===== src/rtl/pwm_tmr_pkg.sv =====
package pwm_tmr_pkg;

    typedef enum logic {
        SEQ_IDLE = 1'b0,
        SEQ_RUN  = 1'b1
    } seq_state_t;

    typedef enum logic {
        CH_OFF = 1'b0,
        CH_ON  = 1'b1
    } ch_state_t;

endpackage


===== src/rtl/pwm_tmr_prescale.sv =====
module pwm_tmr_prescale #(
    parameter int MIN_SHIFT  = 3,
    parameter int NUM_RATIOS = 9,
    parameter int SEL_W      = 4
) (
    input  logic             clk,
    input  logic             rst_n,
    input  logic             run,
    input  logic [SEL_W-1:0] sel,
    output logic             tick
);
    localparam int PRE_W  = MIN_SHIFT + NUM_RATIOS - 1;
    localparam int SPAN_W = PRE_W + 1;
    localparam logic [SEL_W-1:0] SEL_MAX = SEL_W'(NUM_RATIOS - 1);

    logic [PRE_W-1:0]  pre_q;
    logic [SEL_W-1:0]  sel_eff;
    logic [SPAN_W-1:0] span;
    logic [PRE_W-1:0]  mask;

    // Codes above the last ratio fold onto the slowest ratio.
    always_comb begin
        sel_eff = (sel > SEL_MAX) ? SEL_MAX : sel;
        span    = SPAN_W'(1) << (MIN_SHIFT + int'(sel_eff));
        mask    = PRE_W'(span - SPAN_W'(1));
        tick    = run && ((pre_q & mask) == mask);
    end

    // Free-running divider; it only needs the low bits that the mask selects.
    always_ff @(posedge clk or negedge rst_n) begin
        if (!rst_n)
            pre_q <= '0;
        else if (run)
            pre_q <= pre_q + 1'b1;
        else
            pre_q <= '0;
    end

    p_idle_clears_divider_r9: assert property (@(posedge clk) disable iff (!rst_n)
        !run |=> (pre_q == '0));

endmodule


===== src/rtl/pwm_tmr_sequencer.sv =====
module pwm_tmr_sequencer
    import pwm_tmr_pkg::*;
#(
    parameter int CNT_W = 16
) (
    input  logic             clk,
    input  logic             rst_n,
    input  logic             en,
    input  logic             tick,
    output logic             run,
    output logic             start_p,
    output logic             halt_p,
    output logic             step_p,
    output logic             wrap_p,
    output logic [CNT_W-1:0] cnt,
    output logic             irq
);
    localparam logic [CNT_W-1:0] CNT_TOP = '1;

    seq_state_t state_q, state_d;

    always_ff @(posedge clk or negedge rst_n) begin
        if (!rst_n)
            state_q <= SEQ_IDLE;
        else
            state_q <= state_d;
    end

    // launch: IDLE -> RUN on enable, halt: RUN -> IDLE when enable drops
    always_comb begin
        state_d = state_q;
        unique case (state_q)
            SEQ_IDLE: if (en)  state_d = SEQ_RUN;
            SEQ_RUN:  if (!en) state_d = SEQ_IDLE;
            default:           state_d = SEQ_IDLE;
        endcase
    end

    always_comb begin
        run     = 1'b0;
        start_p = 1'b0;
        halt_p  = 1'b0;
        unique case (state_q)
            SEQ_IDLE: start_p = en;
            SEQ_RUN: begin
                run    = en;
                halt_p = !en;
            end
            default: ;
        endcase
        step_p = run && tick;
        wrap_p = step_p && (cnt == CNT_TOP);
    end

    always_ff @(posedge clk or negedge rst_n) begin
        if (!rst_n) begin
            cnt <= '0;
            irq <= 1'b0;
        end else begin
            irq <= wrap_p;
            if (!run)
                cnt <= '0;
            else if (step_p)
                cnt <= cnt + 1'b1;
        end
    end

    p_irq_single_cycle_r1: assert property (@(posedge clk) disable iff (!rst_n)
        irq |=> !irq);

    p_irq_count_zero_r1: assert property (@(posedge clk) disable iff (!rst_n)
        irq |-> (cnt == '0));

    p_count_holds_between_ticks_r2: assert property (@(posedge clk) disable iff (!rst_n)
        (run && !tick) |=> (cnt == $past(cnt)));

    p_idle_count_zero_r9: assert property (@(posedge clk) disable iff (!rst_n)
        (state_q == SEQ_IDLE) |-> (cnt == '0));

endmodule


===== src/rtl/pwm_tmr_channel.sv =====
module pwm_tmr_channel
    import pwm_tmr_pkg::*;
#(
    parameter int CNT_W    = 16,
    parameter int INIT_CMP = 1 << (CNT_W - 1)
) (
    input  logic             clk,
    input  logic             rst_n,
    input  logic             wr_en,
    input  logic [CNT_W-1:0] wr_val,
    input  logic             start_p,
    input  logic             wrap_p,
    input  logic             halt_p,
    input  logic             step_p,
    input  logic [CNT_W-1:0] cnt,
    output logic             level,
    output logic             err
);
    localparam logic [CNT_W-1:0] CMP_RESET = CNT_W'(INIT_CMP);

    ch_state_t        state_q, state_d;
    logic [CNT_W-1:0] shadow_q;
    logic [CNT_W-1:0] active_q;
    logic             match;
    logic             zero_wr;

    assign zero_wr = wr_en && (wr_val == '0);
    assign match   = step_p && !wrap_p && (CNT_W'(cnt + 1'b1) == active_q);

    always_ff @(posedge clk or negedge rst_n) begin
        if (!rst_n)
            state_q <= CH_OFF;
        else
            state_q <= state_d;
    end

    // set: OFF -> ON at launch or wrap; clear: ON -> OFF at match or halt
    always_comb begin
        state_d = state_q;
        unique case (state_q)
            CH_OFF: if (start_p || wrap_p) state_d = CH_ON;
            CH_ON:  if (halt_p || match)   state_d = CH_OFF;
            default:                       state_d = CH_OFF;
        endcase
    end

    always_comb begin
        unique case (state_q)
            CH_ON:   level = 1'b1;
            default: level = 1'b0;
        endcase
    end

    always_ff @(posedge clk or negedge rst_n) begin
        if (!rst_n) begin
            shadow_q <= CMP_RESET;
            active_q <= CMP_RESET;
            err      <= 1'b0;
        end else begin
            if (start_p || wrap_p)
                active_q <= shadow_q;
            if (zero_wr)
                err <= 1'b1;
            else if (wr_en)
                shadow_q <= wr_val;
        end
    end

    p_active_nonzero_r7: assert property (@(posedge clk) disable iff (!rst_n)
        active_q != '0);

    p_zero_write_ignored_r7: assert property (@(posedge clk) disable iff (!rst_n)
        zero_wr |=> $stable(shadow_q));

    p_err_sticky_r7: assert property (@(posedge clk) disable iff (!rst_n)
        err |=> err);

    p_wrap_turns_on_r4: assert property (@(posedge clk) disable iff (!rst_n)
        wrap_p |=> (state_q == CH_ON));

    p_halt_turns_off_r9: assert property (@(posedge clk) disable iff (!rst_n)
        halt_p |=> (state_q == CH_OFF));

endmodule


===== src/rtl/pwm_dual_timer.sv =====
module pwm_dual_timer #(
    parameter int CNT_W      = 16,
    parameter int SEL_W      = 4,
    parameter int MIN_SHIFT  = 3,
    parameter int NUM_RATIOS = 9,
    parameter int INIT_CMP   = 1 << (CNT_W - 1)
) (
    input  logic             clk,
    input  logic             rst_n,
    input  logic             en,
    input  logic [SEL_W-1:0] div_sel,
    input  logic             cmp0_we,
    input  logic [CNT_W-1:0] cmp0_val,
    input  logic             cmp1_we,
    input  logic [CNT_W-1:0] cmp1_val,
    input  logic             pol_inv,
    output logic             pwm0,
    output logic             pwm1,
    output logic             wrap_irq,
    output logic             cfg_err
);
    localparam int NUM_CH = 2;

    logic             tick, run, start_p, halt_p, step_p, wrap_p;
    logic [CNT_W-1:0] cnt;

    logic             ch_we    [NUM_CH];
    logic [CNT_W-1:0] ch_val   [NUM_CH];
    logic             ch_level [NUM_CH];
    logic             ch_err   [NUM_CH];

    assign ch_we[0]  = cmp0_we;
    assign ch_we[1]  = cmp1_we;
    assign ch_val[0] = cmp0_val;
    assign ch_val[1] = cmp1_val;

    pwm_tmr_prescale #(
        .MIN_SHIFT  (MIN_SHIFT),
        .NUM_RATIOS (NUM_RATIOS),
        .SEL_W      (SEL_W)
    ) u_prescale (
        .clk   (clk),
        .rst_n (rst_n),
        .run   (run),
        .sel   (div_sel),
        .tick  (tick)
    );

    pwm_tmr_sequencer #(
        .CNT_W (CNT_W)
    ) u_seq (
        .clk     (clk),
        .rst_n   (rst_n),
        .en      (en),
        .tick    (tick),
        .run     (run),
        .start_p (start_p),
        .halt_p  (halt_p),
        .step_p  (step_p),
        .wrap_p  (wrap_p),
        .cnt     (cnt),
        .irq     (wrap_irq)
    );

    for (genvar c = 0; c < NUM_CH; c++) begin : g_ch
        pwm_tmr_channel #(
            .CNT_W    (CNT_W),
            .INIT_CMP (INIT_CMP)
        ) u_ch (
            .clk     (clk),
            .rst_n   (rst_n),
            .wr_en   (ch_we[c]),
            .wr_val  (ch_val[c]),
            .start_p (start_p),
            .wrap_p  (wrap_p),
            .halt_p  (halt_p),
            .step_p  (step_p),
            .cnt     (cnt),
            .level   (ch_level[c]),
            .err     (ch_err[c])
        );
    end

    assign pwm0    = ch_level[0] ^ pol_inv;
    assign pwm1    = ch_level[1] ^ pol_inv;
    assign cfg_err = ch_err[0] | ch_err[1];

    p_irq_needs_enable_r9: assert property (@(posedge clk) disable iff (!rst_n)
        (!en && !wrap_irq) |=> !wrap_irq);

    p_both_on_at_wrap_r4: assert property (@(posedge clk) disable iff (!rst_n)
        wrap_irq |-> (ch_level[0] && ch_level[1]));

endmodule


===== config.mk =====
export PLATFORM = sky130hd
export DESIGN_NAME = pwm_dual_timer
export DESIGN_NICKNAME = d
export VERILOG_FILES = /design/src/rtl/pwm_tmr_pkg.sv /design/src/rtl/pwm_tmr_prescale.sv /design/src/rtl/pwm_tmr_sequencer.sv /design/src/rtl/pwm_tmr_channel.sv /design/src/rtl/pwm_dual_timer.sv
export SDC_FILE = /design/constraint.sdc
export NUM_CORES = 1
export LEC_CHECK = 0
export CAP_MARGIN = 40
export CORE_MARGIN = 3
export CORE_UTILIZATION = 40
export DETAILED_ROUTE_END_ITERATION = 16
export RECOVER_POWER = 50
export SYNTH_ARGS = -nofsm -noshare
export SYNTH_HDL_FRONTEND = slang
export SYNTH_SLANG_ARGS = --single-unit
export TNS_END_PERCENT = 20

===== constraint.sdc =====
create_clock -name clk -period 2.8 [get_ports clk]
set_input_delay 0.84 -clock clk [delete_from_list [all_inputs] [get_ports clk]]
set_output_delay 0.84 -clock clk [all_outputs]
set_load 0.03 [all_outputs]

==> metrics.md, run 1 <==
| Metric | Value |
|---|---|
| Top post-synthesis cells by area | dfrtp_1 (46%), mux2_2 (13%), xnor2_1 (6.2%), xor2_1 (5.0%), nor2_1 (2.7%) |
| Initial DRT Pass Iterations | 4 |
| Largest fanout on the critical path | 8 |
| # setup viols final | 0 |
| Required time at the endpoint of the critical path | 3.03 ns |
| Primary flip-flop cell chosen by synthesis mapping | dfrtp_1 |
| Die outline height | between 100 and 150 um |
| Number of synthesized flops with an enable pin | 0 |
| Global placer's final weighted congestion | between 0.8 and 0.9 |
| Hold Crit Depth | 1 |
| Worst slew margin relative to its limit | 0.144 |
| Area of the multi-input gates | between 2000 and 3000 um^2 |
| Leading area contributor after synthesis | dfrtp_1 |
| Clock latency on the worst-skew pair | 0.34 ns |
| Proportion of netlist area held by the largest area contributor | 0.457 |
| Fin Hold WS | approximately 0.47 ns |
| Number of placed I/O pins | 46 |
| Total length of routed wires | between 10,000 and 15,000 um |
| Outcome | finished clean |
| Total number of vias | ~3.5k |
| Antenna diode instance count | 0 |
| Post-detailed-route via-to-cell ratio | between 5 and 6 |
| Final Instance Area | just over 6000 um^2 |
| Pins Over Slew Limit | 0 |
| Period Utilization, post-route | 0.933 |
| CTS Sinks | slightly below 100 |
| Count of mapped cells out of synthesis | between 400 and 500 |
| Final net count | 549 |
| Switching power share of the total | 0.241 |
| Hold violation total from the final report | 0 |
| Number of DRC violations after detailed routing | 0 |
| TritonCTS Buffers | 9 |
| Startpoint of the worst hold path | g_ch[1].u_ch.err |
| Worst Clk Skew | around 0.0079 ns |
| Met2 Routed Length | roughly 4900 um |
| Worst R2R Path Depth | 7 |
| R2R Setup Slk | just over 0.3 ns |
| Met1 layer wirelength in the final routing | 5300 um |
| Post-detailed-route wirelength per cell | about 16 um |
| Seq/Total Area, Yosys | 0.477 |
| Width of the chip | 119 um |
| Time the final worst path needs with I/O delays and setup | roughly 2.6 ns |
| Sequential cell area | 2430 um^2 |
| Power Dens Cells | between 500 and 600 nW/um^2 |
| Total number of placement rows | 40 |
| Part of the power in the clock network | 0.380 |
| Register bit total from synthesis | 97 |
| Sequential fraction of design power | 0.477 |
| Crit path capture type | flop |
| Startpoint of the worst-slack reg-to-reg timing path | u_seq.cnt[0] |
| Internal power of the cells | about 0.0027 W |
| Upper clock frequency limit | approximately 380 MHz |
| PortBufs | 45 |
| CORE AREA | between 10,000 and 15,000 um^2 |
| Combined area of all synthesized cells | approximately 5100 um^2 |
| Initial DRC Count | 308 |
| Uppermost layer routed | met4 |
| Fill cell total of the finished layout | 1,148 |
| Worst R2R End | g_ch[0].u_ch.active_q[10] |
| Via count of the first global-routing pass | ~3.5k |
| Fraction of power consumed by combinational cells | 0.142 |
| Type of the worst min-delay path | reg -> reg |
| Leakage component of the power | roughly 2.5 nW |
| Most repeated cell in the gate-level netlist after synthesis | dfrtp_1 |
| Startpoint kind of the worst setup timing path | input port |
| Cell variety after synth | 61 |
| Total Die Area | between 10,000 and 15,000 um^2 |
| Number of max-cap violations | 0 |
| Antenna Violating Nets Remaining | 0 |
| Fraction of synthesis flops using an asynchronous set or reset pin | 1.00 |
| CTS clock-pin slew for the worst setup and hold paths | about 0.06 ns |
| Class of the most critical setup path | in -> reg |
| Power dissipated by switching net loads | 0.000851 W |
| RSZ-0062 raised after global routing | no |
| Clock root cell | clkbuf_16 |
| Share of cells above drive strength 1 | 0.230 |
| Area growth from synthesis to layout | 21.6% |
| WHS Endpoint | g_ch[1].u_ch.err |
| Wire length of the first global-routing pass | between 15,000 and 20,000 um |
| Remaining global-route overflow | 0 |
| Placed Instance Area | between 5000 and 6000 um^2 |
| Largest net degree at the start of global routing | between 90 and 100 |
| Post-CTS Setup Inserts | 0 |
| Initial Utilization | 0.417 |
| Met3 WL | ~530 um |
| Mean area per synthesized cell | ~11 um^2 |
| H-Tree Depth | 3 |
| TritonCTS clock tree | built |
| Slew @ Worst Pin | 1.28 ns |
| Syn. warnings | 0 |
| Worst IR Drop VDD | 0.380 mV |
| Initial antenna violation count | 0 |
| HPWL after detailed placement | around 7800 um |
| List of most frequent post-synthesis cells | dfrtp_1 (93), mux2_2 (60), nor2_1 (36), xnor2_1 (36), xor2_1 (29) |
| GRT Overall Usage | 0.157 |
| Buffers from clock root to sink, at most | 2 |
| Data arrival time of the critical path | approximately 2.8 ns |
[flip-flops by register name, indices dropped and copies added (netlist names)]
signal and flops:
g_ch.u_ch.active_q 32, g_ch.u_ch.shadow_q 32, u_seq.cnt 16, u_prescale.pre_q 11, g_ch.u_ch.err 2, g_ch.u_ch.state_q 2
u_seq.irq 1, u_seq.state_q 1
[cells in the final DEF, fill, tap and decap left out, types with 3 or more instances in the layout]
cell type / Yosys / routed
dlymetal6s2s_1: 0 / 4
ha_1: 3 / 3
dfstp_2: 4 / 4
xnor2_1: 36 / 36
a21oi_1: 7 / 7
nand4_1: 11 / 11
clkdlybuf4s50_1: 0 / 37
xor2_1: 29 / 29
nor4_1: 9 / 9
nor4_4: 3 / 3
mux2i_1: 3 / 3
mux2_2: 60 / 60
a31oi_1: 4 / 4
nand2_1: 20 / 20
o21ai_0: 14 / 14
inv_1: 10 / 10
nor3_1: 9 / 7
buf_4: 1 / 14
buf_12: 0 / 3
nor3b_1: 3 / 3
nand3_1: 12 / 12
and2_1: 3 / 3
and3_1: 5 / 5
nand4b_1: 3 / 3
nor2_1: 36 / 36
clkbuf_16: 0 / 11
dfrtp_1: 93 / 93
nand2b_1: 5 / 5
mux2_1: 4 / 4
[worst max path at each step]
stage	start	end	slack (ns)	depth (start not counted)
global placement	div_sel[1]	g_ch[1].u_ch.active_q[7]	-0.26	9
detailed placement	div_sel[1]	g_ch[1].u_ch.active_q[7]	-0.33	9
floorplan	div_sel[1]	g_ch[0].u_ch.active_q[10]	0.32	8
global route	div_sel[1]	g_ch[0].u_ch.active_q[9]	0.1	9
CTS	div_sel[1]	g_ch[1].u_ch.active_q[3]	0.02	9
finish	div_sel[3]	g_ch[0].u_ch.active_q[10]	0.19	10
[cells by family (layout without fill, tap and decap cells)]
| kind of cell | Yosys count | in the layout | share of synthesized area |
|---|---|---|---|
| AO/OA/AOI/OAI | 50 | 50 | 0.0675 |
| XOR/XNOR | 65 | 65 | 0.112 |
| adder cells (fa/ha/maj) | 3 | 3 | 0.00736 |
| buffers and inverters | 29 | 91 | 0.0361 |
| flip-flops | 97 | 97 | 0.477 |
| multiplexers | 67 | 67 | 0.147 |
| other | 1 | 2 | 0.000736 |
| AND/OR/NAND/NOR | 134 | 134 | 0.152 |
[repair_timing]
action,in CTS,in global routing
endpoints found under the setup margin,0,32
gates resized for setup,0,8
hold buffers,0,0
[power groups by stage]
stage	clock, W	combinational, W	sequential, W
floorplan	0	0.000334	0.00165
global placement	0	0.000480	0.00171
detailed placement	0	0.000494	0.00171
CTS	0.00138	0.000497	0.00169
global route	0.00144	0.000559	0.00171
finish	0.00134	0.000503	0.00169
[critical path, stage by stage]
cell	delay, ns
dlymetal6s2s_1	0.15
buf_6	0.14
nor3_2	0.18
o211ai_1	0.12
a22oi_1	0.15
and3_1	0.20
nand4_1	0.14
a21boi_4	0.36
clkbuf_16	0.23
mux2_2	0.33
[metrics by stage]
stage | worst slack (ns) | setup TNS, ns | total power (W) | cells | utilization
finish | 0.188 | 0 | 0.00353 | 677 | 0.507
global route | 0.0978 | 0 | 0.00370 | 677 | 0.507
CTS | 0.0151 | 0 | 0.00356 | 674 | 0.501
detailed placement | -0.333 | -10.45 | 0.00221 | 658 | 0.474
global placement | -0.256 | -8.12 | 0.00219 | 658 | 0.474
floorplan | 0.324 | 0 | 0.00199 | 447 | -
[layout make-up]
cell class / count / share of cell area
Inverter: 10 / 0.00606
Multi-Input combinational cell: 321 / 0.404
Clock inverter: 4 / 0.0119
Clock buffer: 12 / 0.0414
Sequential cell: 97 / 0.393
Tap cell: 168 / 0.0339
Timing Repair Buffer: 65 / 0.110
[per-layer routing]
layer / track usage / up-vias
met5: 0 / -
met3: 0.0361 / 14
met2: 0.229 / 77
li1: - / 1698
met1: 0.228 / 1721
met4: 0.0587 / 0
(Power assumes the default switching activity.)
==> run 2: changes to the inputs <==
CAP_MARGIN = 0   (was 40)
SETUP_SLACK_MARGIN = 0.5   (was unset)
==> run 2 against run 1 <==
Clock-buffer cell count shrank 1. Critical path depth grew 1. Combinational power grew 9.1%. Final cell count grew 1.2%. Sequential cell count is the same. Via count grew 3.4%.
==> metrics.md, run 2 (synthesis results as in run 1) <==
| Metric | Value |
|---|---|
| Outcome | finished clean |
| Class of the most critical setup path | in -> reg |
| Final Core Density | 0.521 |
| CTS clock-pin slew for the worst setup and hold paths | around 0.07 ns |
| Buffers from clock root to sink, at most | 2 |
| Type of the worst min-delay path | reg -> reg |
| Total number of placement rows | 40 |
| Total Die Area | 14,100 um^2 |
| Worst R2R End | g_ch[1].u_ch.active_q[1] |
| Initial antenna violation count | 0 |
| Share of cells above drive strength 1 | 0.265 |
| Worst Clk Skew | roughly 0.0071 ns |
| GRT Overall Usage | 0.167 |
| Final net count | 558 |
| CTS Sinks | between 90 and 100 |
| Total length of routed wires | 11,300 um |
| Antenna Violating Nets Remaining | 0 |
| Worst R2R Path Depth | 9 |
| # setup viols final | 0 |
| Crit path capture type | flop |
| Clock root cell | clkbuf_16 |
| Antenna diode instance count | 0 |
| TritonCTS Buffers | 9 |
| Remaining global-route overflow | 0 |
| Time the final worst path needs with I/O delays and setup | approximately 2.4 ns |
| Startpoint of the worst-slack reg-to-reg timing path | u_seq.cnt[5] |
| Total negative setup slack | 0 ns |
| Data arrival time of the critical path | approximately 2.6 ns |
| Number of placed I/O pins | 46 |
| Worst IR Drop VDD | around 0.34 mV |
| Via count of the first global-routing pass | roughly 3.6k |
| Period Utilization, post-route | 0.853 |
| Initial DRT Pass Iterations | 4 |
| Largest registers | g_ch.u_ch.active_q x32, g_ch.u_ch.shadow_q x32, u_seq.cnt x16 |
| WHS Endpoint | g_ch[1].u_ch.err |
| Number of max-cap violations | 0 |
| Initial Utilization | 0.417 |
| Startpoint kind of the worst setup timing path | input port |
| R2R Setup Slk | between 0.4 and 0.5 ns |
| Largest net degree at the start of global routing | between 50 and 60 |
| Clock latency on the worst-skew pair | roughly 0.35 ns |
| Worst slew margin relative to its limit | 0.287 |
| PortBufs | 45 |
| Slew @ Worst Pin | roughly 1.1 ns |
| Upper clock frequency limit | ~420 MHz |
| Final Total Pwr | ~0.0034 W |
| Area growth from synthesis to layout | 24.8% |
| Required time at the endpoint of the critical path | 3.03 ns |
| Highest-count cells in the layout ignoring fill and taps | dfrtp_1 (88), mux2_2 (40), nor2_1 (36), xnor2_1 (36), clkdlybuf4s50_1 (35) |
| Width of the chip | ~120 um |
| Pins Over Slew Limit | 0 |
| Pre-CTS setup slack | -0.302 ns |
| Number of DRC violations after detailed routing | 0 |
| Wire length of the first global-routing pass | roughly 19,000 um |
| Total number of vias | ~3.6k |
| Global placer's final weighted congestion | around 0.8 |
| H-Tree Depth | 3 |
| Final critical-path setup slack | between 0.4 and 0.5 ns |
| CORE AREA | 12,200 um^2 |
| RSZ-0062 raised after global routing | yes |
| Startpoint of the worst hold path | g_ch[1].u_ch.err |
| Leakage component of the power | 2.62 nW |
| Die outline height | 119 um |
| Most common library cell in the layout ignoring fill and taps | dfrtp_1 |
| Post-detailed-route via-to-cell ratio | around 5.3 |
| HPWL after detailed placement | 8110 um |
| Largest fanout on the critical path | 8 |
| Power Dens Cells | about 540 nW/um^2 |
| Hold violation total from the final report | 0 |
| Post-detailed-route wirelength per cell | 16.5 um |
| Initial DRC Count | approximately 240 |
| Hold Crit Depth | 1 |
| TritonCTS clock tree | built |
[run 2: cell types whose count changed in the layout (fill, tap and decap cells not counted), sizes merged]
cell           before  now
buf                19   32
dlymetal6s2s        4    1
clkdlybuf4s50      37   35
bufinv              2    1
clkbuf             16   15
clkinvlp            0    1
dlygate4sd2         0    1
[run 2: repair_timing]
action / in CTS / in global routing
gates resized for setup: 46 / 17
endpoints found under the setup margin: 83 / 67
hold buffers: 0 / 0
setup buffers: 3 / 3
pin swaps: 7 / 4
cloned: 2 / 1
[run 2: layout make-up]
cell class	count	area, um^2
fill	1097	5850
inverter	10	37.5
timing repair buffer	74	773
sequential	97	2440
multi-input combinational	321	2610
clock buffer	11	233
clock inverter	4	55.1
tap	168	210
[run 2: critical path, stage by stage]
cell and delay, ns:
buf_6 0.11, nor3_4 0.17, o211ai_1 0.12, a22oi_1 0.14, and3_1 0.21, nand4_1 0.14, a21boi_4 0.19, buf_6 0.12
buf_12 0.11, clkbuf_16 0.15, mux2_2 0.32
[run 2: where the power goes]
part / switching (W) / internal (W) / total (W)
clock: 0.000519 / 0.000693 / 0.00121
combinational: 0.000209 / 0.000340 / 0.000549
sequential: 0.000139 / 0.00155 / 0.00169
[run 2: worst max path at each step]
stage / start / endpoint / slack [ns] / cells after the start
floorplan: div_sel[1] / g_ch[0].u_ch.active_q[10] / 0.37 / 8
global placement: div_sel[1] / g_ch[1].u_ch.active_q[0] / -0.25 / 9
detailed placement: div_sel[1] / g_ch[1].u_ch.active_q[10] / -0.30 / 9
CTS: g_ch[0].u_ch.err / cfg_err / 0.32 / 2
global route: div_sel[2] / g_ch[1].u_ch.active_q[4] / 0.30 / 11
finish: div_sel[3] / g_ch[1].u_ch.active_q[1] / 0.41 / 11
[run 2: through the flow]
| step | cell area [um^2] | hold slack [ns] | cells |
|---|---|---|---|
| after global placement | 5810 | 0.458 | 661 |
| final | 6360 | 0.483 | 685 |
| after CTS | 6270 | 0.359 | 681 |
| after global routing | 6360 | 0.506 | 685 |
| after floorplan | 5110 | 0.434 | 447 |
| after detailed placement | 5810 | 0.473 | 661 |
[run 2: layer usage]
layer,track usage,share of wire,routed length [um],up-vias
met4,0.0579,0.017,192,0
met3,0.0418,0.047,532,15
met5,0,0,0,-
li1,-,-,-,1718
met2,0.266,0.48,5380,71
met1,0.223,0.46,5200,1826
==> run 3: changes to the inputs <==
ABC_AREA = 1   (was unset)
RECOVER_POWER = unset   (was 50)
==> run 3 against run 2 <==
Wire length grew 9.2%. Register-to-register slack improved by 0.23 ns. First-iteration DRC count shrank 13%. Clock-buffer cell count down 2. Largest cell class is now sequential cells. Largest power group unchanged. Combinational power is 4.4% lower. Global-route usage grew 1.0 points. Sequential share of layout area down 0.094 points. Final area barely moved. Non-clock buffer count decreased by 5. Worst setup slack better by 0.10 ns. Via count up 17%. Clock skew increased by 0.0033 ns.
==> metrics.md, run 3 <==
| Metric | Value |
|---|---|
| Combined area of all synthesized cells | between 5000 and 6000 um^2 |
| Mean area per synthesized cell | about 8.6 um^2 |
| PortBufs | between 40 and 50 |
| Seq/Total Area, Yosys | 0.474 |
| CORE AREA | roughly 12,000 um^2 |
| Part of the power in the clock network | 0.405 |
| Largest registers | g_ch.u_ch.active_q x32, g_ch.u_ch.shadow_q x32, u_seq.cnt x16 |
| Crit path capture type | flop |
| Time the final worst path needs with I/O delays and setup | around 2.3 ns |
| Final Instance Area | 6360 um^2 |
| Pre-CTS setup slack | -0.0755 ns |
| Post-CTS Hold Buffers | 0 |
| Startpoint kind of the worst setup timing path | input port |
| # setup viols final | 0 |
| Proportion of netlist area held by the largest area contributor | 0.453 |
| Initial Utilization | 0.419 |
| Required time at the endpoint of the critical path | 3.04 ns |
| Sequential cell area | 2430 um^2 |
| Global placer's final weighted congestion | just over 0.9 |
| Final critical-path setup slack | around 0.51 ns |
| List of most frequent post-synthesis cells | nand2_1 (141), dfrtp_1 (93), inv_1 (78), nand3_1 (46), nor2_1 (45) |
| Number of placed I/O pins | 46 |
| Post-detailed-route wirelength per cell | ~15 um |
| Type of the worst min-delay path | in -> async |
| Register bit total from synthesis | 97 |
| Width of the chip | 119 um |
| Antenna diode instance count | 0 |
| Highest-count cells in the layout ignoring fill and taps | nand2_1 (139), dfrtp_1 (92), inv_1 (76) |
| Fin Hold WS | around 0.41 ns |
| Syn. warnings | 0 |
| CTS Sinks | 97 |
| GRT Overall Usage | 0.178 |
| Most repeated cell in the gate-level netlist after synthesis | nand2_1 |
| Buffers from clock root to sink, at most | 2 |
| Largest net degree at the start of global routing | 35 |
| Switching power share of the total | 0.260 |
| Total length of routed wires | between 10,000 and 15,000 um |
| Upper clock frequency limit | 437 MHz |
| Top post-synthesis cells by area | dfrtp_1 (45%), nand2_1 (10%), mux2_2 (7.0%), inv_1 (5.7%), nand3_1 (4.5%) |
| Count of mapped cells out of synthesis | between 500 and 600 |
| Fill cell total of the finished layout | 1,164 |
| Area of the multi-input gates | between 2000 and 2500 um^2 |
| Number of synthesized flops with an enable pin | 0 |
| TritonCTS Buffers | 9 |
| CTS clock-pin slew for the worst setup and hold paths | around 0.07 ns |
| Total number of vias | about 4.2k |
| Die outline height | roughly 120 um |
| Clock latency on the worst-skew pair | roughly 0.36 ns |
| Number of max-cap violations | 0 |
| Placed Instance Area | roughly 5900 um^2 |
| Total Die Area | 14,200 um^2 |
| Power Dens Cells | between 500 and 600 nW/um^2 |
| Leading area contributor after synthesis | dfrtp_1 |
| Fraction of synthesis flops using an asynchronous set or reset pin | 1.00 |
| Hold violation total from the final report | 0 |
| TritonCTS clock tree | built |
| Remaining global-route overflow | 0 |
| Initial antenna violation count | 0 |
| Internal power of the cells | roughly 0.0027 W |
| Via count of the first global-routing pass | around 4.2k |
| Post-detailed-route via-to-cell ratio | between 5 and 6 |
| Fraction of power consumed by combinational cells | 0.146 |
| Pins Over Slew Limit | 0 |
| H-Tree Depth | 3 |
| Largest fanout on the critical path | 16 |
| Primary flip-flop cell chosen by synthesis mapping | dfrtp_1 |
| Class of the most critical setup path | in -> reg |
| HPWL after detailed placement | slightly above 9000 um |
| Cell variety after synth | 34 |
| Share of cells above drive strength 1 | 0.229 |
| Worst Clk Skew | approximately 0.010 ns |
| Most common library cell in the layout ignoring fill and taps | nand2_1 |
| Outcome | finished clean |
| Worst IR Drop VDD | between 0.2 and 0.3 mV |
| Leakage component of the power | around 2.9 nW |
| Data arrival time of the critical path | ~2.5 ns |
| Final net count | between 700 and 800 |
| RSZ-0062 raised after global routing | yes |
| Wire length of the first global-routing pass | between 20,000 and 25,000 um |
| Initial DRC Count | 212 |
| Total number of placement rows | 40 |
| Number of DRC violations after detailed routing | 0 |
| Period Utilization, post-route | 0.817 |
| Power dissipated by switching net loads | between 0.0009 and 0.001 W |
| Area growth from synthesis to layout | 24.0% |
| Antenna Violating Nets Remaining | 0 |
| Sequential fraction of design power | 0.449 |
| Initial DRT Pass Iterations | 4 |
| Clock root cell | clkbuf_16 |
==> run 3: cell count changes after synthesis, moves of 26 or more <==
cell,before,now
nand3_1,12,46
inv_1,10,78
mux2_2,60,32
o21ai_2,0,26
nand2_2,0,27
nand2_1,20,141
xnor2_1,36,1
==> run 3: cells by family after synthesis <==
| logic type | share of synthesized area |
|---|---|
| AO/OA/AOI/OAI | 0.0965 |
| XOR/XNOR | 0.0171 |
| adder cells (fa/ha/maj) | 0.00731 |
| buffers and inverters | 0.0819 |
| flip-flops | 0.474 |
| multiplexers | 0.0702 |
| other | 0.000731 |
| AND/OR/NAND/NOR | 0.252 |
==> run 3: area by class of cell <==
type | instances | area share
Multi-Input combinational cell | 410 | 0.367
Clock buffer | 9 | 0.0354
Tap cell | 168 | 0.0330
Inverter | 80 | 0.0472
Clock inverter | 7 | 0.0195
Timing Repair Buffer | 69 | 0.115
Sequential cell | 97 | 0.382
==> run 3: final timing paths <==
path                                            from  cells after the start                        end  slack, ns
max reg2reg                             u_seq.cnt[0]                     11   g_ch[1].u_ch.active_q[1]       0.70
min reg2reg                g_ch[1].u_ch.shadow_q[15]                      2  g_ch[1].u_ch.active_q[15]       0.47
max                                      cmp1_val[1]                      6  g_ch[1].u_ch.shadow_q[11]       0.51
min in group clk           g_ch[1].u_ch.shadow_q[15]                      2  g_ch[1].u_ch.active_q[15]       0.47
min                                            rst_n                      1   g_ch[1].u_ch.active_q[9]       0.41
max in group asynchronous                      rst_n                      2  g_ch[0].u_ch.shadow_q[15]       1.72
==> run 3: what timing repair did <==
item | 4_1_cts | 5_1_grt
gates resized for setup | 7 | 22
gates cloned | 0 | 4
setup buffers | 1 | 0
setup endpoints to repair | 55 | 53
endpoints found under the hold margin | 0 | 0
pin swaps | 1 | 4
==> run 3: routing by layer <==
metal	wire length, um	share of wire	vias up	GRT usage
met1	5870	0.48	2024	0.245
li1	-	-	2089	-
met5	0	0	-	0
met2	5580	0.45	96	0.277
met3	534	0.043	24	0.0252
met4	366	0.030	0	0.0825
==> run 3: stage by stage <==
stage,TNS (ns),utilization,power (W),std cells
2_1_floorplan,0,-,0.00194,597
3_3_place_gp,-0.0118,0.482,0.00214,819
3_5_place_dp,-0.864,0.482,0.00216,819
4_1_cts,0,0.511,0.00362,836
5_1_grt,0,0.519,0.00376,840
6_report,0,0.519,0.00360,840
==> run 3: critical path, cell delays in order <==
cell and delay [ns]:
clkdlybuf4s50_1 0.44, nor4_1 0.42, nand4_1 0.18, nand2_1 0.14, buf_12 0.16, mux2_2 0.34
==> run 3: power groups by stage <==
| stage | Sequential, W | Clock, W | Combinational [W] |
|---|---|---|---|
| after floorplan | 0.00161 | 0 | 0.000328 |
| after global placement | 0.00164 | 0 | 0.000501 |
| after detailed placement | 0.00164 | 0 | 0.000515 |
| after global routing | 0.00163 | 0.00154 | 0.000589 |
| after CTS | 0.00161 | 0.00148 | 0.000516 |
| final | 0.00162 | 0.00146 | 0.000525 |
